--- src/rtl/usr_pkg.sv ---
package usr_pkg;
  typedef enum logic [1:0] {
    MODE_KEEP = 2'b00,
    MODE_UP   = 2'b01,
    MODE_DOWN = 2'b10,
    MODE_CAPT = 2'b11
  } usr_mode_e;
endpackage

--- src/rtl/usr_next_state.sv ---
module usr_next_state
  import usr_pkg::*;
#(
  parameter int WIDTH = 8
) (
  input  logic [1:0]       mode_sel,
  input  logic [WIDTH-1:0] cur_q,
  input  logic             ser_up_in,
  input  logic             ser_down_in,
  input  logic [WIDTH-1:0] par_in,
  output logic [WIDTH-1:0] nxt_q
);
  usr_mode_e mode;
  assign mode = usr_mode_e'(mode_sel);

  for (genvar i = 0; i < WIDTH; i++) begin : g_bit
    logic from_below;
    logic from_above;
    if (i == 0) begin : g_low
      assign from_below = ser_up_in;
    end else begin : g_mid_low
      assign from_below = cur_q[i-1];
    end
    if (i == WIDTH - 1) begin : g_high
      assign from_above = ser_down_in;
    end else begin : g_mid_high
      assign from_above = cur_q[i+1];
    end
    always_comb begin
      case (mode)
        MODE_UP:   nxt_q[i] = from_below;
        MODE_DOWN: nxt_q[i] = from_above;
        MODE_CAPT: nxt_q[i] = par_in[i];
        default:   nxt_q[i] = cur_q[i];
      endcase
    end
  end
endmodule

--- src/rtl/usr_port_ctrl.sv ---
module usr_port_ctrl
  import usr_pkg::*;
(
  input  logic [1:0] mode_sel,
  input  logic       oe_a_n,
  input  logic       oe_b_n,
  output logic       par_oe
);
  logic capturing;
  assign capturing = (usr_mode_e'(mode_sel) == MODE_CAPT);
  assign par_oe    = ~(oe_a_n | oe_b_n | capturing);
endmodule

--- src/rtl/usr_stage_bank.sv ---
module usr_stage_bank #(
  parameter int WIDTH = 8
) (
  input  logic             clk,
  input  logic             clr_n,
  input  logic [WIDTH-1:0] nxt_q,
  output logic [WIDTH-1:0] q
);
  always_ff @(posedge clk or negedge clr_n) begin
    if (!clr_n) q <= '0;
    else        q <= nxt_q;
  end

  // an edge seen while clear is held leaves the bank empty
  p_clear_wins_r10: assert property (@(posedge clk) !clr_n |-> (q == '0))
    else $error("clear lost to clock edge");
endmodule

--- src/rtl/usr_shift_reg.sv ---
module usr_shift_reg #(
  parameter int WIDTH = 8
) (
  input  logic             clk,
  input  logic             clr_n,
  input  logic [1:0]       mode_sel,
  input  logic             oe_a_n,
  input  logic             oe_b_n,
  input  logic             ser_up_in,
  input  logic             ser_down_in,
  input  logic [WIDTH-1:0] par_in,
  output logic [WIDTH-1:0] par_out,
  output logic             par_oe,
  output logic             first_q,
  output logic             last_q
);
  localparam int TOP = WIDTH - 1;

  logic [WIDTH-1:0] q;
  logic [WIDTH-1:0] nxt_q;

  usr_next_state #(.WIDTH(WIDTH)) u_next (
    .mode_sel    (mode_sel),
    .cur_q       (q),
    .ser_up_in   (ser_up_in),
    .ser_down_in (ser_down_in),
    .par_in      (par_in),
    .nxt_q       (nxt_q)
  );

  usr_stage_bank #(.WIDTH(WIDTH)) u_bank (
    .clk   (clk),
    .clr_n (clr_n),
    .nxt_q (nxt_q),
    .q     (q)
  );

  usr_port_ctrl u_port (
    .mode_sel (mode_sel),
    .oe_a_n   (oe_a_n),
    .oe_b_n   (oe_b_n),
    .par_oe   (par_oe)
  );

  assign par_out = q;
  assign first_q = q[0];
  assign last_q  = q[TOP];

  p_keep_r3: assert property (@(posedge clk) disable iff (!clr_n)
    (mode_sel == 2'b00) |=> (q == $past(q)))
    else $error("keep mode changed the register");

  p_up_r4: assert property (@(posedge clk) disable iff (!clr_n)
    (mode_sel == 2'b01) |=> (q == {$past(q[TOP-1:0]), $past(ser_up_in)}))
    else $error("upward shift mismatch");

  p_down_r5: assert property (@(posedge clk) disable iff (!clr_n)
    (mode_sel == 2'b10) |=> (q == {$past(ser_down_in), $past(q[TOP:1])}))
    else $error("downward shift mismatch");

  p_capture_r6: assert property (@(posedge clk) disable iff (!clr_n)
    (mode_sel == 2'b11) |=> (q == $past(par_in)))
    else $error("capture mismatch");

  p_no_drive_capture_r7: assert property (@(posedge clk)
    (mode_sel == 2'b11) |-> !par_oe)
    else $error("drive on during capture");

  p_no_drive_disabled_r7: assert property (@(posedge clk)
    (oe_a_n || oe_b_n) |-> !par_oe)
    else $error("drive on with an enable high");

  p_clear_r1: assert property (@(posedge clk)
    !clr_n |-> (par_out == '0 && !first_q && !last_q))
    else $error("outputs not empty during clear");
endmodule

--- config.mk ---
export PLATFORM = sky130hd
export DESIGN_NAME = usr_shift_reg
export DESIGN_NICKNAME = d
export VERILOG_FILES = /design/src/rtl/usr_pkg.sv /design/src/rtl/usr_next_state.sv /design/src/rtl/usr_port_ctrl.sv /design/src/rtl/usr_stage_bank.sv /design/src/rtl/usr_shift_reg.sv
export SDC_FILE = /design/constraint.sdc
export NUM_CORES = 1
export LEC_CHECK = 0
export BUFFER_PORTS_ARGS = -buffer_cell sky130_fd_sc_hd__buf_2
export CORE_MARGIN = 2
export CORE_UTILIZATION = 30
export CTS_CLUSTER_DIAMETER = 30
export DETAILED_ROUTE_END_ITERATION = 10
export PLACE_DENSITY = 0.62
export SETUP_SLACK_MARGIN = 0.4
export SLEW_MARGIN = 20
export SYNTH_ARGS = -nofsm -noshare
export SYNTH_HDL_FRONTEND = slang
export SYNTH_SLANG_ARGS = --single-unit
--- constraint.sdc ---
create_clock -name clk -period 1.25 [get_ports clk]
set_clock_uncertainty 0.05 [all_clocks]
set_input_delay 0.3125 -clock clk [delete_from_list [all_inputs] [get_ports clk]]
set_output_delay 0.3125 -clock clk [all_outputs]
set_load 0.01 [all_outputs]
Word-level counts from Yosys, hierarchy flattened
Index checks and enable logic that the tools add are counted.
{ "word_totals": {"register_bits": 8, "out_inout_bits": 11} }
{ "op_classes": {"eq_ne": 3, "muxes": 8, "bitwise_logic": 3, "reduce_logical": 1} }
{ "op_table": {"columns": ["operator", "count"], "rows": [
  ["1-bit one-hot mux with 3 select lines", 8],
  ["2-bit equality test (second input constant)", 2],
  ["3-bit nonzero test", 1],
  ["2-bit by 1-bit equality test with 1-bit output (second input constant)", 1],
  ["1-bit bitwise OR", 2],
  ["1-bit NOT", 1]
]} }

Logic depth before layout (Yosys ltp)
Gate-level depths: netlist of the first run.
{ "logic_depth": {"ltp_word": 3, "depth_mapped": 2, "ltp_nobuf": 1} }

Modules after synthesis
Synthesis of the first run repeated with hierarchy kept, for this count alone.
{ "unflattened": {"hier_cells": 21, "hier_area_um2": 430.4} }
{ "modules_own_cells": {"columns": ["module", "n_inst", "area_per_inst_um2", "seq_area_each_um2", "cells_per_inst"], "rows": [
  ["usr_next_state", 1, 202.7, 0.0, 10],
  ["usr_stage_bank", 1, 200.2, 200.2, 8],
  ["usr_shift_reg", 1, 15.0, 0.0, 2],
  ["usr_port_ctrl", 1, 12.5, 0.0, 1]
]} }

Worst setup path after synthesis of the first run
Ideal clock, no wire load.
{ "synth_path": {"path_type": "input-to-output", "start": "input port mode_sel[0]", "end": "output port par_oe", "arrival_ps": 815, "setup_slack_ps": 73, "cell_stages": 2, "path_cell_list": "buf_6 a211oi_1"} }
{ "synth_via": {"elab_chain_len": 3} }
{ "synth_lines": {"columns": ["item", "line_no", "source"], "rows": [
  ["start, declared", "usr_shift_reg.sv:6", "input logic [1:0] mode_sel,"],
  ["2-bit equality test", "usr_port_ctrl.sv:10", "assign capturing = (usr_mode_e'(mode_sel) == MODE_CAPT);"],
  ["1-bit bitwise OR", "usr_port_ctrl.sv:11", "assign par_oe = ~(oe_a_n | oe_b_n | capturing);"],
  ["1-bit NOT", "usr_port_ctrl.sv:11", null],
  ["end, declared", "usr_shift_reg.sv:13", "output logic par_oe,"]
]} }
No other way between the ends.

Final worst setup path of the first run
{ "layout_path": {"start": "register u_bank.q[4]", "end": "output port par_out[4]"} }
{ "layout_lines": {"columns": ["item", "line_no", "source"], "rows": [
  ["start, declared", "usr_stage_bank.sv:7", "output logic [WIDTH-1:0] q"],
  ["start signal, assigned", "usr_stage_bank.sv:11", "else q <= nxt_q;"],
  ["end, declared", "usr_shift_reg.sv:12", "output logic [WIDTH-1:0] par_out,"]
]} }
No word-level cell between the ends.

==> reports/metrics.cfg, run 1 <==
[yosys]
postSynthNetCount=37
synth_top_cells_by_area=sky130_fd_sc_hd__dfrtp_1, sky130_fd_sc_hd__mux4_2, sky130_fd_sc_hd__buf_6
synth.distinct_cells=5
number_of_instances_in_the_synthesized_netlist=21
synth_seq_area_share_pct=47.1
share_of_yosys_cell_area_claimed_by_the_top_area_cell_type_pct=47.1
synth_largest_area_cell=sky130_fd_sc_hd__dfrtp_1
mappedNetlistArea_um2=425
yosys_warns=0
synth_seq_cells=8
synth.avg_cell_area_um2=20.3

[floorplan]
die-height_um=41.7
initial_utilization_pct=32.3
io_pins=27
row_count=13
die_width_um=41.7
dieArea_um2=1740
core_area_um2=1320

[power_and_ir_drop]
power.sequential.fraction_pct=42.0
clock_network_fraction_of_total_power_pct=22.0
vdd.ir_drop.worst_mv=0.491
share_of_total_power_in_combinational_logic_pct=36.0
leakage_power_of_the_design_nw=0.318
power.switching_fraction_pct=27.8
power.density_nw_per_um2=1310
power_switching_mw=0.242
p_int_mw=0.630

[sta]
period_minus_ws_final_ps=1170
post-route-period-util_pct=93.4
setup_repair_after_global_routing_missed_its_margin=true
setup_viol_count_final=0
sum_of_negative_setup_slack_ps=0
final_hold_violation_count=0
tightestPinTransition_ps=182
slew_headroom_pct=87.9
maxClockFrequency_mhz=856
number_of_pins_with_negative_max_slew_slack_in_the_final_report=0

[layout]
largest_register_ffs=8
final_core_util_pct=50.6
post_route_cells_drive_above_1_share_pct=83.6
area.growth.synth_to_final_pct=56.8
insertedDiodeCount=0
max_flop_register=u_bank.q
reg.largest.list=u_bank.q (8)
num-nets-final=73

[run_status]
outcome=complete, no violations

[setup_path]
worstSetupStartpointType=flop
critical_path_required_ps=890
path_delay_family=flip-flops
cp.buffers_inverters=1
timing.critical_path.slowest_stage_cell=sky130_fd_sc_hd__dfrtp_1
timing.critical_path.cells=buf_2
arrival_time_reported_for_the_critical_path_endpoint_ps=810
path_max_fanout=4
timing_worst_setup_path_type=flop to output port
critical_path.max_stage_delay_ps=400
worst_setup_path_end_kind=output port

[placement]
gpl.final_weighted_congestion=0.664
port-buffer-count=26

[global_route]
wire_length_of_the_first_global_routing_pass_mm=1.44
grt_pass1_vias=339
grt_max_degree=10
grt_antenna_before_repair=0
grt_overflow_total=0
grt.total_usage_pct=11.4

[route]
drtAntennaViolNets=0
route.detailed.drc=0
detail_route.first_pass.iterations=3
routed_via_density=4.93
drt_iter0_markers=3
detailroute.via_count=345
post_drt_wl_per_cell_um=12.8
wirelength_um=897

[clock_network]
ctsLongestPathBuffers=2
clk_root_buffer_cell=sky130_fd_sc_hd__clkbuf_4
numCtsBuffers=3
cts.htree.levels=1
clock_insertion_delay_worst_skew_ps=250
clkTransAtPathRegs_ps=50
numClockSinks=8
cts_tree=done

[run]
drv.max_cap_violation_count=0

[min_path]
worstHoldPathType=input port to flop

final timing paths:
check | from | end | slack, ps | cells past startpoint
max reg2reg | u_bank.q[2] | u_bank.q[1] | 120 | 2
min in group asynchronous | clr_n | u_bank.q[6] | 380 | 2
max in group asynchronous | clr_n | u_bank.q[2] | 600 | 2
min reg2reg | u_bank.q[2] | u_bank.q[2] | 590 | 1
max | u_bank.q[4] | par_out[4] | 80 | 1
min | par_in[6] | u_bank.q[6] | 330 | 2
area by class of cell:
type | instances | area, um^2
fillers | 134 | 651
well taps | 15 | 18.8
flip-flops and latches | 8 | 200
repair buffers | 35 | 233
multi-input cells | 9 | 193
clock buffers | 3 | 22.5
through the flow:
stage               std cells  setup WS, ps  power [mW]  hold slack, ps  instance area [um^2]
floorplan                  21           164       0.542           -33.1                   455
global placement           59         -44.1       0.619             114                   549
detailed placement         59         -71.9       0.625             113                   549
CTS                        65          65.7       0.861             318                   617
global route               70          38.2       0.933             316                   667
finish                     70          82.0       0.872             328                   667
timing repair:
action	CTS	global route
pin swaps	1	1
resized for setup	6	3
setup buffers	2	5
hold buffers	1	0
setup endpoints to repair	19	19
hold endpoints to repair	8	0
layer usage:
| metal | share of wire [%] | vias up | GRT usage [%] |
|---|---|---|---|
| met2 | 53 | 16 | 18.1 |
| li1 | - | 154 | - |
| met5 | 0 | - | 0 |
| met4 | 0 | 0 | 7.74 |
| met3 | 7.8 | 0 | 3.04 |
| met1 | 39 | 175 | 13.4 |
cells in the mapped netlist:
master	number
sky130_fd_sc_hd__buf_6	2
sky130_fd_sc_hd__dfrtp_1	8
sky130_fd_sc_hd__a211oi_1	1
sky130_fd_sc_hd__mux4_2	8
sky130_fd_sc_hd__buf_4	2
power groups by stage:
stage | clock network [mW] | logic [mW] | registers [mW]
6_report | 0.192 | 0.314 | 0.366
3_5_place_dp | 0 | 0.250 | 0.376
4_1_cts | 0.203 | 0.289 | 0.368
2_1_floorplan | 0 | 0.150 | 0.391
5_1_grt | 0.221 | 0.335 | 0.377
3_3_place_gp | 0 | 0.245 | 0.374
cell families after synthesis:
| group | share of synthesized area (%) |
|---|---|
| mux | 42.4 |
| flops | 47.1 |
| compound gates | 1.77 |
| buf+inv | 8.82 |
placed cells by master (no fill, tap or decap):
cell type and instances:
sky130_fd_sc_hd__buf_2 24, sky130_fd_sc_hd__mux4_2 8, sky130_fd_sc_hd__dfrtp_1 8, sky130_fd_sc_hd__buf_4 5, sky130_fd_sc_hd__buf_6 4, sky130_fd_sc_hd__clkbuf_4 3
sky130_fd_sc_hd__a211oi_2 1, sky130_fd_sc_hd__dlygate4sd3_1 1, sky130_fd_sc_hd__buf_12 1
No activity file was read; power rests on OpenSTA's default activity.
==> inputs of run 2 (changes only) <==
--- a/config.mk
+++ b/config.mk
@@ -5,7 +5,7 @@
 export SDC_FILE = /design/constraint.sdc
 export NUM_CORES = 1
 export LEC_CHECK = 0
-export BUFFER_PORTS_ARGS = -buffer_cell sky130_fd_sc_hd__buf_2
+export BUFFER_PORTS_ARGS = -buffer_cell sky130_fd_sc_hd__buf_4
 export CORE_MARGIN = 2
 export CORE_UTILIZATION = 30
 export CTS_CLUSTER_DIAMETER = 30
==> run 2 against run 1 <==
  * Die area is the same
  * Via count grew 3.5%
  * Combinational power up 25%
  * Worst hold slack worse by 21 ps
  * Critical path type unchanged
  * Critical path depth unchanged
  * Clock power increased by 3%
  * Cell area increased by 15%
==> reports/metrics.cfg, run 2 (synthesis results as in run 1) <==
[run_status]
outcome=complete, no violations

[route]
detailroute.via_count=357  ; +3.5%
detail_route.first_pass.iterations=2  ; -1
drtAntennaViolNets=0  ; unchanged
routed_via_density=4.96  ; +0.60%
route.detailed.drc=0  ; unchanged
drt_iter0_markers=4  ; +1
wirelength_mm=1.03  ; +14%
post_drt_wl_per_cell_um=14.2  ; +11%

[setup_path]
critical_path.max_stage_delay_ps=400  ; about the same
r2r_end=u_bank.q[1]
timing.critical_path.slowest_stage_cell=sky130_fd_sc_hd__dfrtp_1
setup.reg_to_reg.worst_slack_ps=100  ; -20 ps
arrival_time_reported_for_the_critical_path_endpoint_ps=810  ; about the same
timing_worst_setup_path_type=flop to output port
worst_r2r_startpoint=u_bank.q[0]
cp.buffers_inverters=1  ; unchanged
worstSetupStartpointType=flop
path_max_fanout=4  ; unchanged
critical_path_required_ps=890  ; about the same
timing.critical_path.cells=buf_4
path_delay_family=flip-flops
worst_r2r_path_depth=2  ; unchanged
worst_setup_path_end_kind=output port
worst-path-stages=1  ; unchanged

[layout]
max_flop_register=u_bank.q
area.growth.synth_to_final_pct=79.7
num-nets-final=75  ; +2.7%
filler_cells=109  ; -19%
post_route_cells_drive_above_1_share_pct=84.2  ; +0.57 points
layout_commonest_cell=sky130_fd_sc_hd__buf_4
largest_register_ffs=8  ; unchanged
commonest_non_fill_non_tap_cells_in_the_layout=sky130_fd_sc_hd__buf_4, sky130_fd_sc_hd__buf_6, sky130_fd_sc_hd__mux4_2, sky130_fd_sc_hd__dfrtp_1, sky130_fd_sc_hd__clkbuf_4
insertedDiodeCount=0  ; unchanged
reg.largest.list=u_bank.q (8)
fin_area_um2=764  ; +15%

[power_and_ir_drop]
power.sequential.fraction_pct=39.2  ; -2.8 points
leakage_power_of_the_design_nw=0.355  ; +12%
power.switching_fraction_pct=27.4  ; -0.40 points
clock_network_fraction_of_total_power_pct=20.5  ; -1.5 points
share_of_total_power_in_combinational_logic_pct=40.3  ; +4.3 points
p_int_mw=0.704  ; +12%
power.density_nw_per_um2=1270  ; -3.0%
power_switching_mw=0.265  ; +9.5%
vdd.ir_drop.worst_mv=0.771  ; +57%

[clock_network]
numCtsBuffers=3  ; unchanged
cts_tree=done
numClockSinks=8  ; unchanged
ctsLongestPathBuffers=2  ; unchanged
clkTransAtPathRegs_ps=60  ; about the same
clock_insertion_delay_worst_skew_ps=250  ; about the same
cts.htree.levels=1  ; unchanged
clk_root_buffer_cell=sky130_fd_sc_hd__clkbuf_4

[global_route]
grt.total_usage_pct=12.6  ; +1.2 points
grt_pass1_vias=377  ; +11%
grt_overflow_total=0  ; unchanged
grt_max_degree=10  ; unchanged
wire_length_of_the_first_global_routing_pass_mm=1.66  ; +15%
grt_antenna_before_repair=0  ; unchanged

[sta]
period_minus_ws_final_ps=1170  ; +6.58 ps
sum_of_negative_setup_slack_ps=0  ; unchanged
final_hold_violation_count=0  ; unchanged
post-route-period-util_pct=94.0  ; +0.53 points
setup_repair_after_global_routing_missed_its_margin=true
setup_viol_count_final=0  ; unchanged
maxClockFrequency_mhz=851  ; -0.56%
slew_headroom_pct=89.1  ; +1.3 points
number_of_pins_with_negative_max_slew_slack_in_the_final_report=0  ; unchanged
tightestPinTransition_ps=163  ; -19.1 ps

[placement]
place_hpwl_um=767
port-buffer-count=26  ; unchanged
gpl.final_weighted_congestion=0.687  ; +3.5%
detailed_place.area_um2=614  ; +12%

[floorplan]
io_pins=27  ; unchanged
initial_utilization_pct=32.3  ; unchanged
row_count=13  ; unchanged
core_area_um2=1320  ; unchanged
dieArea_um2=1740  ; unchanged
die-height_um=41.7  ; unchanged
die_width_um=41.7  ; unchanged

[run]
drv.max_cap_violation_count=0  ; unchanged

[min_path]
worst_hold_startpoint=mode_sel[0]
worstHoldPathType=input port to flop
min_delay_worst_endpoint=u_bank.q[5]
holdPathStages=2  ; unchanged

[run 2: how the worst max path moves through the flow]
stage	slack, ps	endpoint	from
floorplan	160	u_bank.q[0]	mode_sel[0]
global placement	50	par_oe	mode_sel[0]
detailed placement	20	par_oe	mode_sel[0]
CTS	70	last_q	u_bank.q[7]
global route	40	last_q	u_bank.q[7]
finish	80	first_q	u_bank.q[0]
[run 2: stage by stage]
step           power (mW)  util, %  hold WS (ps)  setup slack (ps)  std cells
2_1_floorplan       0.542        -         -33.1               164         21
3_3_place_gp        0.670     46.6          83.4              51.3         59
3_5_place_dp        0.681     46.6          87.0              21.8         59
4_1_cts             0.942     52.8           320              73.1         65
5_1_grt              1.03     58.0           299              44.3         72
6_report            0.969     58.0           307              75.5         72
[run 2: timing repair]
item / in CTS / in global routing
setup endpoints to repair: 19 / 19
pin swaps: 1 / 1
gates resized for setup: 9 / 4
hold endpoints to repair: 8 / 0
buffers inserted: 2 / 7
hold buffers: 1 / 0
[run 2: layout make-up]
class / count / area, um^2 / share of cell area, %
Sequential cell: 8 / 200 / 26.2
Timing Repair Buffer: 37 / 330 / 43.2
Multi-Input combinational cell: 9 / 193 / 25.2
Tap cell: 15 / 18.8 / 2.45
Clock buffer: 3 / 22.5 / 2.95
[run 2: layer usage]
metal / routed length, um / GRT usage [%]
met1: 413 / 16.3
met5: 0 / 0
met3: 73 / 2.61
met2: 537 / 20.3
met4: 0 / 5.81
[run 2: power groups by stage]
stage,Sequential [mW],Clock [mW],Combinational (mW)
4_1_cts,0.379,0.200,0.364
3_5_place_dp,0.377,0,0.303
2_1_floorplan,0.391,0,0.150
5_1_grt,0.387,0.221,0.417
3_3_place_gp,0.372,0,0.298
6_report,0.380,0.198,0.391
==> inputs of run 3 (changes only) <==
--- a/config.mk
+++ b/config.mk
@@ -6,11 +6,13 @@
 export NUM_CORES = 1
 export LEC_CHECK = 0
 export BUFFER_PORTS_ARGS = -buffer_cell sky130_fd_sc_hd__buf_4
+export CELL_PAD_IN_SITES_DETAIL_PLACEMENT = 1
+export CELL_PAD_IN_SITES_GLOBAL_PLACEMENT = 1
 export CORE_MARGIN = 2
 export CORE_UTILIZATION = 30
 export CTS_CLUSTER_DIAMETER = 30
 export DETAILED_ROUTE_END_ITERATION = 10
-export PLACE_DENSITY = 0.62
+export PLACE_DENSITY = 0.76
 export SETUP_SLACK_MARGIN = 0.4
 export SLEW_MARGIN = 20
 export SYNTH_ARGS = -nofsm -noshare
==> run 3 against run 2 <==
  * Register-to-register slack worse by 20 ps
  * Non-clock buffer count decreased by 6
  * Cell area shrank 3.6%
  * Worst hold slack lost 22 ps
  * Total power is 0.18% higher
  * Critical endpoint is now last_q
  * Largest power group is now registers
==> reports/metrics.cfg, run 3 (synthesis results as in run 1) <==
[setup_path]
critical_path_required_ps=890  ; about the same
path_max_fanout=4  ; unchanged
worst_r2r_path_depth=2  ; unchanged
r2r_end=u_bank.q[5]
worst_r2r_startpoint=u_bank.q[4]
cp.buffers_inverters=1  ; unchanged
timing_worst_setup_path_type=flop to output port
timing.critical_path.slowest_stage_cell=sky130_fd_sc_hd__dfrtp_2
path_delay_family=flip-flops
setup.reg_to_reg.worst_slack_ps=80  ; -20 ps
worstSetupStartpointType=flop
critical_path.max_stage_delay_ps=440  ; +40 ps
worst-path-stages=1  ; unchanged
worst_setup_path_end_kind=output port
timing.critical_path.cells=buf_6
arrival_time_reported_for_the_critical_path_endpoint_ps=820  ; about the same

[placement]
port-buffer-count=26  ; unchanged
gpl.final_weighted_congestion=0.727  ; +5.8%

[sta]
post-route-period-util_pct=94.7  ; +0.69 points
final_hold_violation_count=0  ; unchanged
fin_worst_hold_slack_ps=285  ; -22.1 ps
sum_of_negative_setup_slack_ps=0  ; unchanged
slew_headroom_pct=89.1  ; about the same
setup_repair_after_global_routing_missed_its_margin=true
tightestPinTransition_ps=163  ; +0.570 ps
number_of_pins_with_negative_max_slew_slack_in_the_final_report=0  ; unchanged
maxClockFrequency_mhz=845  ; -0.73%
setup_viol_count_final=0  ; unchanged
period_minus_ws_final_ps=1180  ; +8.68 ps

[route]
detail_route.first_pass.iterations=2  ; unchanged
wirelength_mm=1.07  ; +4.7%
routed_via_density=4.91  ; -0.99%
detailroute.via_count=324  ; -9.2%
drt_iter0_markers=1  ; -3
route.detailed.drc=0  ; unchanged
post_drt_wl_per_cell_um=16.3  ; +14%
drtAntennaViolNets=0  ; unchanged

[floorplan]
core_area_um2=1320  ; unchanged
initial_utilization_pct=32.3  ; unchanged
row_count=13  ; unchanged
die-height_um=41.7  ; unchanged
dieArea_um2=1740  ; unchanged
die_width_um=41.7  ; unchanged
io_pins=27  ; unchanged

[global_route]
grt.total_usage_pct=15.3  ; +2.7 points
grt_max_degree=10  ; unchanged
grt_overflow_total=0  ; unchanged
wire_length_of_the_first_global_routing_pass_mm=1.86  ; +12%
grt_antenna_before_repair=0  ; unchanged
grt_pass1_vias=392  ; +4.0%

[layout]
commonest_non_fill_non_tap_cells_in_the_layout=sky130_fd_sc_hd__buf_4, sky130_fd_sc_hd__buf_6, sky130_fd_sc_hd__mux4_2
area.growth.synth_to_final_pct=73.2
filler_cells=118  ; +8.3%
multi_input_comb_area_um2=193  ; unchanged
num-nets-final=69  ; -8.0%
largest_register_ffs=8  ; unchanged
layout_commonest_cell=sky130_fd_sc_hd__buf_4
insertedDiodeCount=0  ; unchanged
post_route_cells_drive_above_1_share_pct=84.3  ; +0.10 points
reg.largest.list=u_bank.q (8)
register_area_um2=201  ; +0.62%
max_flop_register=u_bank.q

[clock_network]
cts_tree=done
numClockSinks=8  ; unchanged
ctsLongestPathBuffers=2  ; unchanged
cts.htree.levels=1  ; unchanged
clk_root_buffer_cell=sky130_fd_sc_hd__clkbuf_4
numCtsBuffers=3  ; unchanged
clkTransAtPathRegs_ps=60  ; about the same
clock_insertion_delay_worst_skew_ps=250  ; about the same

[power_and_ir_drop]
vdd.ir_drop.worst_mv=0.660  ; -14%
leakage_power_of_the_design_nw=0.331  ; -6.8%
power.density_nw_per_um2=1320  ; +3.9%

[min_path]
worst_hold_startpoint=mode_sel[1]
worstHoldPathType=input port to flop
holdPathStages=2  ; unchanged
min_delay_worst_endpoint=u_bank.q[4]

[run]
drv.max_cap_violation_count=0  ; unchanged

[run_status]
outcome=complete, no violations

## run 3: worst max path at each step
stage                startpoint     endpoint  slack (ps)
finish              u_bank.q[7]       last_q          70
global route        u_bank.q[4]   par_out[4]          30
CTS                 u_bank.q[7]       last_q          50
detailed placement  mode_sel[0]  u_bank.q[7]          10
global placement    mode_sel[0]       par_oe          50
floorplan           mode_sel[0]  u_bank.q[0]         160
## run 3: repair_timing
action,4_1_cts,5_1_grt
endpoints found under the hold margin,8,0
endpoints found under the setup margin,19,19
buffers inserted,2,2
resized for setup,12,6
pin swaps,0,1
hold buffers,1,0
## run 3: cell type report
class,instances,area share (%)
Clock buffer,3,3.06
Multi-Input combinational cell,9,26.1
Sequential cell,8,27.3
Tap cell,15,2.55
Timing Repair Buffer,31,40.9
## run 3: where the power goes
part	switching (mW)	internal, mW	leakage [nW]	total (mW)
Sequential	0.0725	0.316	0.0926	0.389
Clock	0.0891	0.110	0.0138	0.199
Combinational	0.108	0.275	0.225	0.383
## run 3: layer usage
layer | GRT usage, % | wire length (um) | vias to the layer above
met1 | 15.5 | 372 | 162
met3 | 3.04 | 51 | 2
met5 | 0 | 0 | -
li1 | - | - | 146
met2 | 27.2 | 628 | 14
met4 | 11.6 | 19 | 0
## run 3: stage by stage
stage | power (mW) | cell area (um^2) | util [%] | setup WS, ps | instances
after floorplan | 0.542 | 455 | - | 164 | 21
after global placement | 0.668 | 607 | 46.1 | 51.2 | 58
after detailed placement | 0.685 | 607 | 46.1 | 10.1 | 58
after CTS | 0.971 | 697 | 52.9 | 54.4 | 64
after global routing | 1.03 | 737 | 55.9 | 32.3 | 66
final | 0.971 | 737 | 55.9 | 66.8 | 66
